**config.mk**
```make
export PLATFORM = sky130hd
export DESIGN_NAME = phase_lock_watch
export DESIGN_NICKNAME = d
export VERILOG_FILES = /design/src/rtl/phase_lock_watch.sv
export SDC_FILE = /design/constraint.sdc
export NUM_CORES = 1
export LEC_CHECK = 0
export BUFFER_PORTS_ARGS = -buffer_cell sky130_fd_sc_hd__buf_2
export CAP_MARGIN = 20
export CORE_MARGIN = 4
export CORE_UTILIZATION = 35
export DETAILED_ROUTE_END_ITERATION = 10
export PLACE_DENSITY = 0.63
export REMOVE_ABC_BUFFERS = 1
export SETUP_SLACK_MARGIN = 0.1
export SLEW_MARGIN = 5
export SYNTH_ARGS = -nofsm -noshare
export SYNTH_HDL_FRONTEND = slang
export SYNTH_SLANG_ARGS = --single-unit
```
**constraint.sdc**
```tcl
create_clock -name clk -period 3.5 [get_ports clk]
set_input_delay 0.7 -clock clk [delete_from_list [all_inputs] [get_ports clk]]
set_output_delay 0.7 -clock clk [all_outputs]
set_load 0.03 [all_outputs]
```
**src/rtl/phase_lock_watch.sv**
```systemverilog
module phase_lock_watch #(
  parameter int SAT_CNT      = 63,
  parameter int LOCK_BELOW   = 3,
  parameter int UNLOCK_ABOVE = 5,
  parameter int RUN_SHORT    = 3,
  parameter int RUN_LONG     = 5
) (
  input  logic clk,
  input  logic rst_n,
  input  logic ref_stb,
  input  logic fb_stb,
  input  logic precise,
  input  logic pwr_down,
  input  logic mute_en,
  output logic lock,
  output logic rf_en
);
  localparam int CW = $clog2(SAT_CNT + 1);
  localparam int RW = $clog2(RUN_LONG + 1);
  localparam logic [CW-1:0] SAT_V = CW'(SAT_CNT);
  localparam logic [CW-1:0] LB_V  = CW'(LOCK_BELOW);
  localparam logic [CW-1:0] UA_V  = CW'(UNLOCK_ABOVE);

  typedef enum logic [1:0] {S_IDLE, S_REF, S_FB} st_t;

  st_t         st;
  logic [CW-1:0] cnt;
  logic [RW-1:0] run;
  logic          meas_done, meas_sat, meas_good, meas_bad;
  logic [CW-1:0] meas_err;
  logic [RW-1:0] need;

  always_comb begin
    meas_done = 1'b0;
    meas_sat  = 1'b0;
    meas_err  = '0;
    case (st)
      S_IDLE: if (ref_stb && fb_stb) meas_done = 1'b1;
      S_REF: begin
        if (fb_stb) begin meas_done = 1'b1; meas_err = cnt; end
        else if (cnt == SAT_V) meas_sat = 1'b1;
      end
      S_FB: begin
        if (ref_stb) begin meas_done = 1'b1; meas_err = cnt; end
        else if (cnt == SAT_V) meas_sat = 1'b1;
      end
      default: ;
    endcase
  end

  assign meas_good = meas_done && (meas_err < LB_V);
  assign meas_bad  = meas_sat || (meas_done && (meas_err > UA_V));
  assign need      = precise ? RW'(RUN_LONG) : RW'(RUN_SHORT);
  assign rf_en     = !pwr_down && (!mute_en || lock);

  always_ff @(posedge clk or negedge rst_n) begin
    if (!rst_n) begin
      st  <= S_IDLE;
      cnt <= '0;
    end else if (pwr_down) begin
      st  <= S_IDLE;
      cnt <= '0;
    end else begin
      case (st)
        S_IDLE: if (ref_stb ^ fb_stb) begin
          st  <= ref_stb ? S_REF : S_FB;
          cnt <= CW'(1);
        end
        default: if (meas_done || meas_sat) begin
          st  <= S_IDLE;
          cnt <= '0;
        end else begin
          cnt <= cnt + CW'(1);
        end
      endcase
    end
  end

  always_ff @(posedge clk or negedge rst_n) begin
    if (!rst_n) begin
      lock <= 1'b0;
      run  <= '0;
    end else if (pwr_down) begin
      lock <= 1'b0;
      run  <= '0;
    end else if (lock) begin
      if (meas_bad) lock <= 1'b0;
      run <= '0;
    end else if (meas_good) begin
      if (run == need - RW'(1)) begin
        lock <= 1'b1;
        run  <= '0;
      end else begin
        run <= run + RW'(1);
      end
    end else if (meas_done || meas_sat) begin
      run <= '0;
    end
  end
endmodule

```
==> metrics.txt <==
outcome=finished clean; Total Power=between 300 and 400 µW; GRT Util Overall=0.121; dpl cells=129; hold bufs inserted after CTS=0; Post-Syn Area=863 µm²; CTS max path bufs=2; core footprint=2280 µm²; Clock H-tree levels=1; # setup viols final=0; EDFF count, synth=0; minimum clock period=2250 ps; grt ovf=0; detailed placement HPWL=1.33 mm; Synth cell types=30; r2r startpoint=st[0]; synthesized flop and latch total=12; PwrDens=336 nW/µm²; area of the multi-input gates=roughly 530 µm²; postcts setup bufs=0; Die ar.=3330 µm²; FF/Latch Area=around 300 µm²; sequential area share after synthesis=0.348; Clock Skew=15.5 ps; CTS root buffer=clkbuf_4; Crit path required time=3710 ps; Inserted Diodes=0; RSZ-0062 raised after global routing=false; # rows=17; remaining antenna violation count=0; starting density of the core=0.379; WP data arrival=2470 ps; FILL cells=227; worst hold slack=287 ps; Setup CP Type=reg2reg; final hold vios=0; ys flop type=dfrtp_1; vias in the first global route=between 700 and 800; residual DRC count=0; crit path launch=st[0]; ys async rst share=1.00; Initial DRC Count=39; drt pass-1 iters=4; Max-cap violations=0; Rel. slew slack=0.678; Post-CTS Resized=0; Detailed Route WL=1.82 mm; Die Span Y=57.7 µm; share of cells above drive strength 1=0.115; crit share post-route=0.644; Worst-Skew Late Latency=280 ps; worst vdd ir=0.000151 V; Fmax achieved=0.444 GHz; max-slew violations=0; final net count=120; setup_tns=0 ps; Post-Syn Instances=98; crit-path max FO=17; die width=roughly 58 µm; Yosys warnings=0; port buffer count=8; per-cell routed wire length=13.8 µm; Vias/cell=5.68; Finished Layout Cells=132; TritonCTS clock tree=built; Num Clock Sinks=12; kind of end point of the critical path=register; antenna violations before repair=0; pin count of the biggest net entering global routing=18; CTS buffer count=3; Placer Congestion=0.818; global-route wire length before repair=3.15 mm; total I/O pin count=9; P&R area growth vs syn=8.99%; leakage=~0.00038 µW; total number of vias=750; worst reg2reg path depth=6; CP startpoint kind=register; Least-Margin Pin Slew=484 ps; syn avg cell area=8.81 µm²; Hold Path Class=in2async; Worst-path clk slew=about 90 ps
-- placed cells by master (no fill, tap or decap), drive strengths merged, types with 2 or more instances in the layout --
| master | count |
|---|---|
| o21ai | 2 |
| nand4b | 6 |
| inv | 4 |
| a21oi | 13 |
| nand3b | 5 |
| ha | 7 |
| a21o | 2 |
| dfrtp | 12 |
| nand2 | 8 |
| nand3 | 7 |
| xnor2 | 4 |
| a211o | 2 |
| nand2b | 2 |
| nor2 | 5 |
| buf | 8 |
| clkbuf | 3 |
-- path summary, 6_finish.rpt --
path                                to  slack (ps)
worst max register to register    lock        1250
min in group clk                run[1]         570
worst min-delay path            cnt[3]         290
worst max-delay path              lock        1250
max in group asynchronous       run[2]        2980
worst min register to register  run[1]         570
-- power by group --
| group | leakage (µW) | internal (µW) | switching (µW) |
|---|---|---|---|
| registers | 0.000165 | 146 | 8.85 |
| clock network | 0.0000138 | 39.8 | 47.3 |
| logic | 0.000205 | 29.1 | 45.0 |
| total | 0.000383 | 215 | 101 |
-- Yosys cell counts, types with 2 or more instances --
cell	n	area (µm²)
a21oi_1	13	65.1
dfrtp_1	12	300
nand2_1	8	30.0
ha_1	7	87.6
nand3_1	7	35.0
nand4b_1	6	52.6
nand3b_1	5	37.5
nor2_1	5	18.8
clkbuf_1	4	15.0
inv_1	4	15.0
xnor2_1	4	35.0
a211o_1	2	17.5
a21o_1	2	15.0
nand2b_1	2	12.5
o21ai_0	2	10.0
-- cell type report --
type / instances / area share
inverters: 4 / 0.0160
multi-input cells: 77 / 0.561
repair buffers: 8 / 0.0426
well taps: 28 / 0.0372
clock buffers: 3 / 0.0239
flip-flops and latches: 12 / 0.319
-- logic make-up after synthesis --
family / share of synthesized area
xor+xnor: 0.0406
buf+inv: 0.0406
mux: 0.0116
flops: 0.348
simple gates: 0.287
fa+ha+maj: 0.101
compound gates: 0.171
-- registers in the layout, summed over array words and instances (netlist names) --
register  cells
st            2
run           3
lock          1
cnt           6
-- critical path, cell delays in order, from the launching register on --
cell	delay, ps
dfrtp_1	430
inv_1	120
ha_1	470
nand2_1	140
a21o_1	330
or4b_1	540
a21oi_1	150
-- metal layers --
metal | vias to the layer above | global-route usage | routed length [µm]
li1 | 372 | - | -
met1 | 363 | 0.163 | 867
met2 | 11 | 0.192 | 888
met3 | 4 | 0.0134 | 41
met4 | 0 | 0.0596 | 25
met5 | - | 0 | 0
-- through the flow --
stage / area (µm²) / worst slack (ps) / utilization
6_report: 941 / 1250 / 0.413
5_1_grt: 941 / 1050 / 0.413
4_1_cts: 941 / 1250 / 0.413
3_5_place_dp: 918 / 1280 / 0.404
3_3_place_gp: 918 / 1390 / 0.404
2_1_floorplan: 843 / 1560 / -
Note: power is estimated with default switching activity, not from simulation.
